## src/rtl/gpred_pkg.sv

```systemverilog
package gpred_pkg;

    // Two-bit direction counter state; encoding is visible at R2
    typedef enum logic [1:0] {
        CTR_SNT = 2'b00,
        CTR_WNT = 2'b01,
        CTR_WT  = 2'b10,
        CTR_ST  = 2'b11
    } ctr_e;

    localparam ctr_e CTR_RESET = CTR_WNT;

endpackage

```

## src/rtl/gpred_history.sv

```systemverilog
module gpred_history #(
    parameter int HBITS = 8
) (
    input  logic             clk,
    input  logic             rst_n,
    input  logic             shift_en,
    input  logic             shift_in,
    output logic [HBITS-1:0] hist_q
);

    logic [HBITS-1:0] hist_d;

    always_comb begin
        hist_d = hist_q;
        if (shift_en) begin
            hist_d = {hist_q[HBITS-2:0], shift_in};
        end
    end

    always_ff @(posedge clk) begin
        if (!rst_n) begin
            hist_q <= '0;
        end else begin
            hist_q <= hist_d;
        end
    end

    AST_HIST_SHIFT: assert property (@(posedge clk) disable iff (!rst_n)
        shift_en |=> (hist_q[0] == $past(shift_in)) && (hist_q[HBITS-1:1] == $past(hist_q[HBITS-2:0])));
    AST_HIST_HOLD: assert property (@(posedge clk) disable iff (!rst_n)
        !shift_en |=> $stable(hist_q));

endmodule

```

## src/rtl/gpred_index.sv

```systemverilog
module gpred_index #(
    parameter int IDX_BITS   = 8,
    parameter int HIST_BITS  = 8,
    parameter int PC_BITS    = 32,
    parameter bit SHARE_MODE = 1'b1
) (
    input  logic [PC_BITS-1:0]   pc,
    input  logic [HIST_BITS-1:0] hist,
    output logic [IDX_BITS-1:0]  idx
);

    localparam int PC_LSB  = 2;
    localparam int SEL_H   = IDX_BITS / 2;
    localparam int SEL_P   = IDX_BITS - SEL_H;

    generate
        if (SHARE_MODE) begin : g_share
            assign idx = pc[PC_LSB +: IDX_BITS] ^ hist[IDX_BITS-1:0];
        end else begin : g_select
            assign idx = {pc[PC_LSB +: SEL_P], hist[SEL_H-1:0]};
        end
    endgenerate

endmodule

```

## src/rtl/gpred_pht.sv

```systemverilog
module gpred_pht
    import gpred_pkg::*;
#(
    parameter int IDX_BITS = 8
) (
    input  logic                clk,
    input  logic                rst_n,
    input  logic [IDX_BITS-1:0] rd_idx,
    output logic                rd_taken,
    input  logic                upd_en,
    input  logic [IDX_BITS-1:0] upd_idx,
    input  logic                upd_taken
);

    localparam int ENTRIES = 1 << IDX_BITS;

    ctr_e cnt_q [ENTRIES];
    ctr_e cur_st;
    ctr_e nxt_st;

    assign cur_st = cnt_q[upd_idx];

    // next-state logic of the addressed counter
    always_comb begin
        nxt_st = cur_st;
        unique case (cur_st)
            CTR_SNT: nxt_st = upd_taken ? CTR_WNT : CTR_SNT;
            CTR_WNT: nxt_st = upd_taken ? CTR_WT  : CTR_SNT;
            CTR_WT:  nxt_st = upd_taken ? CTR_ST  : CTR_WNT;
            CTR_ST:  nxt_st = upd_taken ? CTR_ST  : CTR_WT;
            default: nxt_st = CTR_RESET;
        endcase
    end

    // state registers
    always_ff @(posedge clk) begin
        if (!rst_n) begin
            for (int i = 0; i < ENTRIES; i++) begin
                cnt_q[i] <= CTR_RESET;
            end
        end else if (upd_en) begin
            cnt_q[upd_idx] <= nxt_st;
        end
    end

    // output: direction is the upper counter bit
    always_comb begin
        unique case (cnt_q[rd_idx])
            CTR_WT, CTR_ST:   rd_taken = 1'b1;
            CTR_SNT, CTR_WNT: rd_taken = 1'b0;
            default:          rd_taken = 1'b0;
        endcase
    end

    AST_SAT_HIGH: assert property (@(posedge clk) disable iff (!rst_n)
        (upd_en && upd_taken && cur_st == CTR_ST) |=> cnt_q[$past(upd_idx)] == CTR_ST);
    AST_STEP_UP: assert property (@(posedge clk) disable iff (!rst_n)
        (upd_en && upd_taken && cur_st == CTR_WNT) |=> cnt_q[$past(upd_idx)] == CTR_WT);
    AST_SAT_LOW: assert property (@(posedge clk) disable iff (!rst_n)
        (upd_en && !upd_taken && cur_st == CTR_SNT) |=> cnt_q[$past(upd_idx)] == CTR_SNT);
    AST_STEP_DOWN: assert property (@(posedge clk) disable iff (!rst_n)
        (upd_en && !upd_taken && cur_st == CTR_WT) |=> cnt_q[$past(upd_idx)] == CTR_WNT);

endmodule

```

## src/rtl/gpred_top.sv

```systemverilog
module gpred_top #(
    parameter int IDX_BITS   = 8,
    parameter int HIST_BITS  = 8,
    parameter int PC_BITS    = 32,
    parameter bit SHARE_MODE = 1'b1
) (
    input  logic               clk,
    input  logic               rst_n,
    input  logic [PC_BITS-1:0] pred_pc,
    output logic               pred_taken,
    input  logic               res_valid,
    input  logic [PC_BITS-1:0] res_pc,
    input  logic               res_taken
);

    logic [HIST_BITS-1:0] hist;
    logic [IDX_BITS-1:0]  lk_idx;
    logic [IDX_BITS-1:0]  tr_idx;

    gpred_history #(.HBITS(HIST_BITS)) u_hist (
        .clk      (clk),
        .rst_n    (rst_n),
        .shift_en (res_valid),
        .shift_in (res_taken),
        .hist_q   (hist)
    );

    gpred_index #(
        .IDX_BITS(IDX_BITS), .HIST_BITS(HIST_BITS),
        .PC_BITS(PC_BITS), .SHARE_MODE(SHARE_MODE)
    ) u_lk_idx (
        .pc   (pred_pc),
        .hist (hist),
        .idx  (lk_idx)
    );

    // training index uses the history before this event's shift
    gpred_index #(
        .IDX_BITS(IDX_BITS), .HIST_BITS(HIST_BITS),
        .PC_BITS(PC_BITS), .SHARE_MODE(SHARE_MODE)
    ) u_tr_idx (
        .pc   (res_pc),
        .hist (hist),
        .idx  (tr_idx)
    );

    gpred_pht #(.IDX_BITS(IDX_BITS)) u_pht (
        .clk       (clk),
        .rst_n     (rst_n),
        .rd_idx    (lk_idx),
        .rd_taken  (pred_taken),
        .upd_en    (res_valid),
        .upd_idx   (tr_idx),
        .upd_taken (res_taken)
    );

    AST_IDLE_NO_EFFECT: assert property (@(posedge clk) disable iff (!rst_n)
        !res_valid |=> ($stable(pred_pc) -> $stable(pred_taken)));

endmodule

```

## config.mk

```make
export PLATFORM = sky130hd
export DESIGN_NAME = gpred_top
export DESIGN_NICKNAME = d
export VERILOG_FILES = /design/src/rtl/gpred_pkg.sv /design/src/rtl/gpred_history.sv /design/src/rtl/gpred_index.sv /design/src/rtl/gpred_pht.sv /design/src/rtl/gpred_top.sv
export SDC_FILE = /design/constraint.sdc
export NUM_CORES = 1
export LEC_CHECK = 0
export CORE_ASPECT_RATIO = 0.9
export CORE_MARGIN = 1
export CORE_UTILIZATION = 57
export CTS_CLUSTER_SIZE = 12
export DETAILED_ROUTE_END_ITERATION = 10
export PLACE_DENSITY = 0.87
export SLEW_MARGIN = 5
export SYNTH_ARGS = -nofsm -noshare
export SYNTH_HDL_FRONTEND = slang
export SYNTH_HIERARCHICAL = 1
export SYNTH_SLANG_ARGS = --single-unit
```

## constraint.sdc

```tcl
create_clock -name clk -period 4.5 [get_ports clk]
set_input_delay 0.9 -clock clk [delete_from_list [all_inputs] [get_ports clk]]
set_output_delay 0.9 -clock clk [all_outputs]
set_load 0.01 [all_outputs]
```

# Word-level counts from Yosys, hierarchy flattened
# Memories as Yosys holds them, arrays and structs flattened.
# Cells that the tools add are included.
[word_totals]
regBits = 8
mem_bits_rw = 512
in_bits = 68
output_inout_bits = 1
word_cells = 28
memories = 1
[classes]
n_eq_ne = 6
n_mux = 13
bitwise_logic = 2
reduce_logical = 5
[mem_list]
columns = ["name", "depth", "width", "read_ports", "rd_ports_with_merged_regs", "write_ports", "line_no", "source"]
rows = [
  ["u_pht.cnt_q", 256, 2, 2, 0, 256, "gpred_pht.sv:17", "ctr_e cnt_q [ENTRIES];"],
]
[ops]
columns = ["operator", "count"]
rows = [
  ["$xor 8x8->8", 2],
  ["$eq 2x2->1 const B", 4],
  ["$mux 8", 1],
  ["$pmux 2 s4", 1],
  ["$mux 1", 7],
  ["$mux 2", 3],
  ["$reduce_or 2->1", 3],
  ["$eq 2x1->1 const B", 2],
  ["$logic_not 2->1", 2],
  ["$pmux 1 s2", 1],
]

# Depth between registers and ports, before layout
# Gate-level depths: netlist of run 1.
[depth]
ltp_word = 5
mapped_depth = 19
ltp_nobuf = 9

# Cells and area by module
# The synthesis of run 1 kept the hierarchy.
[by_module_without_submodules]
columns = ["mod", "instances", "cells_each", "area_per_inst_um2", "seq_area_each_um2"]
rows = [
  ["gpred_pht", 1, 2180, 27566.4, 15374.7],
  ["gpred_history", 1, 25, 301.5, 160.2],
  ["gpred_index", 2, 8, 70.1, 0.0],
]

# Worst setup path before layout of run 1
# No wires, ideal clock.
[synth_path]
path_type = "input to output"
start = "input port pred_pc[2]"
end = "output port pred_taken"
arrival_ps = 3942
t_required_ps = 3600
setup_slack_ps = -342
cell_stages = 7
n_path_buf = 2
path_cell_list = "xor2_1 > clkbuf_1 > buf_1 > mux4_2 > mux4_2 > mux4_2 > mux4_2"
[synth_via]
elab_chain_cells = 5
word_cells_on_any_way = 9
cone_classes = "eq/ne: 3; mux: 1; bitwise: 1; reduce/logical: 3; memory: 1"
[synth_rtl]
columns = ["element", "line_no", "source"]
rows = [
  ["from (decl)", "gpred_top.sv:9", "input logic [PC_BITS-1:0] pred_pc,"],
  ["$xor 8x8->8 *", "gpred_index.sv:18", "assign idx = pc[PC_LSB +: IDX_BITS] ^ hist[IDX_BITS-1:0];"],
  ["$mem_v2 256x2 *", "--", ""],
  ["$eq 2x1->1 (tied with other cells)", "gpred_pht.sv:48", "unique case (cnt_q[rd_idx])"],
  ["$reduce_or 2->1", "gpred_pht.sv:48", ""],
  ["$pmux 1 s2 *", "gpred_pht.sv:48", ""],
  ["to (decl)", "gpred_top.sv:10", "output logic pred_taken,"],
]
# Mark *: on every way between the ends. The rest lies on a longest branch, timed or not.

# Final worst setup path of run 1
[layout_path]
start = "input port pred_pc[2]"
end = "output port pred_taken"
[layout_via]
elab_chain_cells = 5
word_cells_on_any_way = 9
cone_classes = "eq/ne: 3; mux: 1; bitwise: 1; reduce/logical: 3; memory: 1"
[layout_rtl]
columns = ["element", "line_no", "source"]
rows = [
  ["$xor 8x8->8 *", "gpred_index.sv:18", ""],
  ["via lk_idx[0]", "gpred_top.sv:17", "logic [IDX_BITS-1:0] lk_idx;"],
  ["$mem_v2 256x2 *", "--", ""],
  ["$eq 2x1->1 (tied with other cells)", "gpred_pht.sv:48", ""],
  ["$reduce_or 2->1", "gpred_pht.sv:48", ""],
  ["$pmux 1 s2 *", "gpred_pht.sv:48", ""],
]
# Mark *: on every way through the listed nets, which the timed path passes. The rest lies on a longest branch.

==> metrics.yaml, run 1 <==
ir_worst_vdd_uv: 329.4
synth_area_um2: 28010
finish.net_count: 2388
critPathArrivalTime_ns: 3.95
synth_common_cells: "edfxtp_1, nand3_1, o21ai_0, nor3_1, clkbuf_1"
initial_core_util: 0.5809
clk_latency_ns: 0.62
cp-start-kind: "input pin"
dr.pass1.iters: 7
hold_class: "flip-flop to flip-flop"
async_flop_share: 0
die_area_um2: 50030
ys_seq_area_frac: 0.5547
rows: 76
clk_path_buf_depth: 3
setup_ws_ns: -0.3456
synth_cell_type_count: 61
setup_viol: 3
root_buffer: "clkbuf_16"
first_global_vias: 21778
cellPowerDensity_nw_per_um2: 360.4
maxSlewViolCount: 0
cts_max_level: 2
power.total_w: 0.01170
post-route-period-util: 1.077
timing.fmax_mhz: 206.4
drive_gt1_frac: 0.2552
critPathCaptureType: "output pin"
hold_slack_ns: 0.6097
cap_violations: 0
syn_nets: 2289
coreArea_um2: 48210
cts_inserted_buffers: 53
skew_ns: 0.03867
cts.sinks: 520
final_cells: 2976
r2r_cells: 16
synth_most_common_cell: "edfxtp_1"
grt.overflow.total: 0
gp_congestion: 1.071
drt_iter0_drc: 4672
met3_usage: 0.1637
fp.dieW_um: 235.7
hold_violations: 0
busiest_layer: "met2"
synth.avg_cell_area_um2: 12.61
synth_edf_count: 512
cts.clk_slew.worst_paths_ns: 0.06
drtAntennaViolNets: 0
post-dp-hpwl_um: 66430
via_count: 22604
grt_max_degree: 265
leakage_nw: 10.05
multi_input_area_um2: 11280
fp.dieH_um: 212.3
synth_largest_area_cell: "edfxtp_1"
tightest_slew_ns: 1.356
worst-setup-path-type: "input pin to output pin"
period_needed_ns: 4.846
ys.flop_type: "edfxtp_1"
grt_pass1_wl_um: 142200
yosysWarnings: 6
vias_per_cell: 7.595
hold-path-cell-count: 2
nFillCells: 3167
area_delta_synth_final_pct: 15.91
met2_usage: 0.5683
grt_util_met1: 0.4966
synth-seq-cells: 520
rsz0062_at_grt: "true"
numPortBuffers: 20
antenna_found_initial: 3
crit_fanout: 7
grt_usage: 0.3921
cts_tree: "built"
post-place-cells: 2879
syn_inst: 2221
cp.required_ns: 3.60
slew_headroom: 0.09253
final-seq-area_um2: 15540
drc: 0
fin_setup_tns_ns: -0.3701
holdBufCountCts: 0
violations: "negative setup slack"
synth_top_area_share: 0.5489
detail_route.wl_per_cell_um: 32.72
drt_wl_total_um: 97380
final_util: 0.6734
synth_area_leaders: "edfxtp_1, mux4_2, nand3_1"
r2r_setup_slack_ns: 0.23
ios: 69
status: "complete, but fails checks"
## cells by family after synthesis
group | synth area share
compound gates | 0.06875
xor+xnor | 0.005003
simple gates | 0.1373
fa+ha+maj | 0.001876
flops | 0.5547
mux | 0.1798
buf+inv | 0.05258
## critical path, stage by stage
cell and delay [ns]:
buf_8 0.10, xor2_4 0.21, buf_12 0.24, buf_12 0.15
mux4_2 0.50, mux4_2 0.51, mux4_2 0.59, mux4_2 0.58
buf_6 0.16
## layer usage
layer  up-vias  wire length [um]
li1       8841                 -
met1     10637             30190
met2      2546             41000
met3       576             18950
met4         4              7199
met5         -                27
## cell type report
class	instances	area share
clock inverter	15	0.003777
clock buffer	71	0.04517
sequential	520	0.4786
multi-input combinational	1413	0.3474
inverter	7	0.0008094
timing repair buffer	325	0.1001
antenna	1	0.00007708
tap	624	0.02405
## state kept, by name, summed over array words and instances (netlist names)
signal,cells
u_pht/cnt_q,512
u_hist/hist_q,8
## path summary, 6_finish.rpt
kind | start | to
max | pred_pc[2] | pred_taken
min | u_hist/hist_q[7] | u_hist/hist_q[7]
max reg2reg | u_hist/hist_q[1] | u_pht/cnt_q[109][0]
min reg2reg | u_hist/hist_q[7] | u_hist/hist_q[7]
## report_power, final
part	switching (W)	internal (W)	total, W
Sequential	0.0000807	0.00540	0.00548
Combinational	0.00121	0.000826	0.00204
Clock	0.00181	0.00237	0.00418
Total	0.00311	0.00859	0.0117
## cells in the final DEF (no fill, tap or decap), drive strengths merged, types with 7 or more instances in the layout
cell type      count
edfxtp           512
buf              306
nand3            277
nor3             241
o21ai            232
mux4             167
mux2i            118
nand2             99
nor2              74
clkbuf            73
nand2b            35
a22oi             25
xor2              16
clkdlybuf4s50     15
a21oi             15
nor2b             14
clkinv            11
o22ai             10
a211oi            10
inv                9
dfxtp              8
nand4              7
## metrics by stage
stage | setup slack, ns | instance area, um2
2_1_floorplan | 0.09448 | 28020
3_5_place_dp | -1.027 | 30580
4_1_cts | -0.2487 | 32320
3_3_place_gp | -1.010 | 30580
6_report | -0.3456 | 32460
5_1_grt | -0.3429 | 32460
## repair_timing
item / in CTS / in global routing
endpoints found under the setup margin: 508 / 499
pin swaps: 3 / 3
cloned: 2 / 1
buffers inserted: 5 / 3
hold endpoints to repair: 0 / 0
gates resized for setup: 20 / 22
No activity file was read; power rests on OpenSTA's default activity.
==> inputs of run 2 (changes only) <==
--- a/config.mk
+++ b/config.mk
@@ -7,10 +7,11 @@
 export LEC_CHECK = 0
 export CORE_ASPECT_RATIO = 0.9
 export CORE_MARGIN = 1
-export CORE_UTILIZATION = 57
+export CORE_UTILIZATION = 40
 export CTS_CLUSTER_SIZE = 12
 export DETAILED_ROUTE_END_ITERATION = 10
-export PLACE_DENSITY = 0.87
+export PLACE_DENSITY = 0.68
+export RECOVER_POWER = 50
 export SLEW_MARGIN = 5
 export SYNTH_ARGS = -nofsm -noshare
 export SYNTH_HDL_FRONTEND = slang
==> metrics.yaml, run 2 (synthesized netlist as in run 1, its figures left out) <==
status: "complete, but fails checks"
violations: "negative setup slack"
ir_worst_vdd_uv: 281.0  # -15%
clk_path_buf_depth: 3  # unchanged
grt_max_degree: 133  # -50%
detail_route.wl_per_cell_um: 30.74  # -6.0%
grt.overflow.total: 0  # unchanged
cp.required_ns: 3.60  # about the same
cts.clk_slew.worst_paths_ns: 0.06  # about the same
timing.fmax_mhz: 206.9  # +0.23%
p_comb_frac: 0.166  # -0.008
rows: 91  # +20%
die_area_um2: 71080  # +42%
maxSlewViolCount: 0  # unchanged
holdBufCountCts: 0  # unchanged
slew_headroom: 0.1196  # +0.02706
cts_max_level: 2  # unchanged
grt_pass1_wl_um: 145400  # +2.2%
finish.net_count: 2382  # -0.25%
cellPowerDensity_nw_per_um2: 371.0  # +2.9%
critPathArrivalTime_ns: 3.93  # -0.02 ns
hold_class: "flip-flop to flip-flop"
path_cells: "xor2_4, buf_6, buf_12, buf_16, mux4_2, mux4_2, mux4_2, mux4_2, buf_6"
crit_fanout: 9  # +2
vias_per_cell: 6.698  # -12%
critPathMaxStageDelay_ns: 0.58  # about the same
largest-register: "u_pht/cnt_q"
top_regs: "u_pht/cnt_q: 512 flops, u_hist/hist_q: 8 flops"
clk_latency_ns: 0.63  # about the same
post-dp-hpwl_um: 68790  # +3.6%
final_cell_mix: "edfxtp_1, nand3_1, o21ai_0"
area_delta_synth_final_pct: 17.68
seq_power_share: 0.448  # -0.020
antenna_found_initial: 0  # -3
fp.dieH_um: 253.0  # +19%
drc: 0  # unchanged
p_clk_frac: 0.386  # +0.029
grt_usage: 0.2837  # -0.1084
cp_slowest_cell: "mux4_2"
setup_viol: 146  # +143
final_common_cell: "edfxtp_1"
cts.sinks: 520  # unchanged
drive_gt1_frac: 0.2463  # -0.008920
skew_ns: 0.03401  # -0.004655 ns
critPathCaptureType: "output pin"
first_global_vias: 21188  # -2.7%
worst-setup-path-type: "flip-flop to output pin"
cts_tree: "built"
dr.pass1.iters: 5  # -2
drt_iter0_drc: 3626  # -22%
drt_wl_total_um: 101100  # +3.9%
coreArea_um2: 68880  # +43%
rsz0062_at_grt: "true"
cp-start-kind: "flip-flop"
cap_violations: 0  # unchanged
leakage_nw: 10.06  # +0.13%
numPortBuffers: 20  # unchanged
power.internal_w: 0.009018  # +4.9%
ios: 69  # unchanged
tightest_slew_ns: 1.321  # -0.03558 ns
swShare: 0.2626  # -0.002928
setup_ws_ns: -0.3342  # +0.01136 ns
largest_reg_flops: 512  # unchanged
hold_violations: 0  # unchanged
initial_core_util: 0.4066  # -0.1744
cp_common_cell: "mux4_2"
power.total_w: 0.01223  # +4.5%
drtAntennaViolNets: 0  # unchanged
period_needed_ns: 4.834  # -0.01136 ns
fp.dieW_um: 280.9  # +19%
gp_congestion: 1.006  # -6.0%
root_buffer: "clkbuf_16"
power.net_switching_w: 0.003211  # +3.4%
via_count: 22035  # -2.5%
fin_setup_tns_ns: -14.70  # -14.33 ns
post-route-period-util: 1.074  # -0.002524
cts_inserted_buffers: 56  # +5.7%
[run 2: final cells by class]
cell class                      instances  area [um2]
Tap cell                              930        1164
Timing Repair Buffer                  316        3088
Antenna cell                            1       2.502
Clock inverter                         15       220.2
Clock buffer                           88        1654
Inverter                                7       26.28
Fill cell                            5927       35930
Sequential cell                       520       15540
Multi-Input combinational cell       1413       11270
[run 2: final timing paths]
kind | from | slack (ns) | to | depth (start not counted)
setup / recovery | u_hist/hist_q[0] | -0.33 | pred_taken | 9
hold / removal | u_hist/hist_q[6] | 0.59 | u_hist/hist_q[6] | 2
setup reg to reg | u_hist/hist_q[0] | 0.08 | u_pht/cnt_q[17][0] | 16
hold reg to reg | u_hist/hist_q[6] | 0.59 | u_hist/hist_q[6] | 2
[run 2: per-layer routing]
metal / up-vias / global-route usage / share of wire
met5: - / 0 / 0
met4: 0 / 0.1340 / 0.055
met3: 337 / 0.08978 / 0.15
met2: 1943 / 0.4186 / 0.43
met1: 10891 / 0.3790 / 0.36
li1: 8864 / - / -
[run 2: per-stage QoR]
step | util | instance area, um2 | setup slack, ns | hold WS (ns) | cells
finish | 0.4785 | 32960 | -0.3342 | 0.5945 | 3290
detailed placement | 0.4490 | 30930 | -1.126 | 0.5997 | 3169
global route | 0.4784 | 32960 | -0.3610 | 0.6205 | 3289
CTS | 0.4810 | 33130 | -0.3742 | 0.6179 | 3287
global placement | 0.4490 | 30930 | -1.110 | 0.5696 | 3169
floorplan | - | 28020 | 0.09448 | 0.5303 | 2221
[run 2: critical path: cells and delay by family (launching register included)]
kind      cells  cell delay (ns)
xor+xnor      1             0.23
buf+inv       4             0.62
mux           4             2.10
flops         1             0.36
[run 2: timing repair]
action,in CTS,in global routing
endpoints found under the hold margin,0,0
gates cloned,7,3
resized for setup,33,14
pin swaps,1,4
setup endpoints to repair,1,504
setup buffers,8,2
[run 2: power groups by stage]
stage	Clock, W	Sequential [W]	Combinational, W
6_report	0.00472	0.00548	0.00203
5_1_grt	0.00494	0.00548	0.00210
4_1_cts	0.00476	0.00547	0.00196
3_5_place_dp	0	0.00557	0.00186
3_3_place_gp	0	0.00557	0.00184
2_1_floorplan	0	0.00552	0.00117
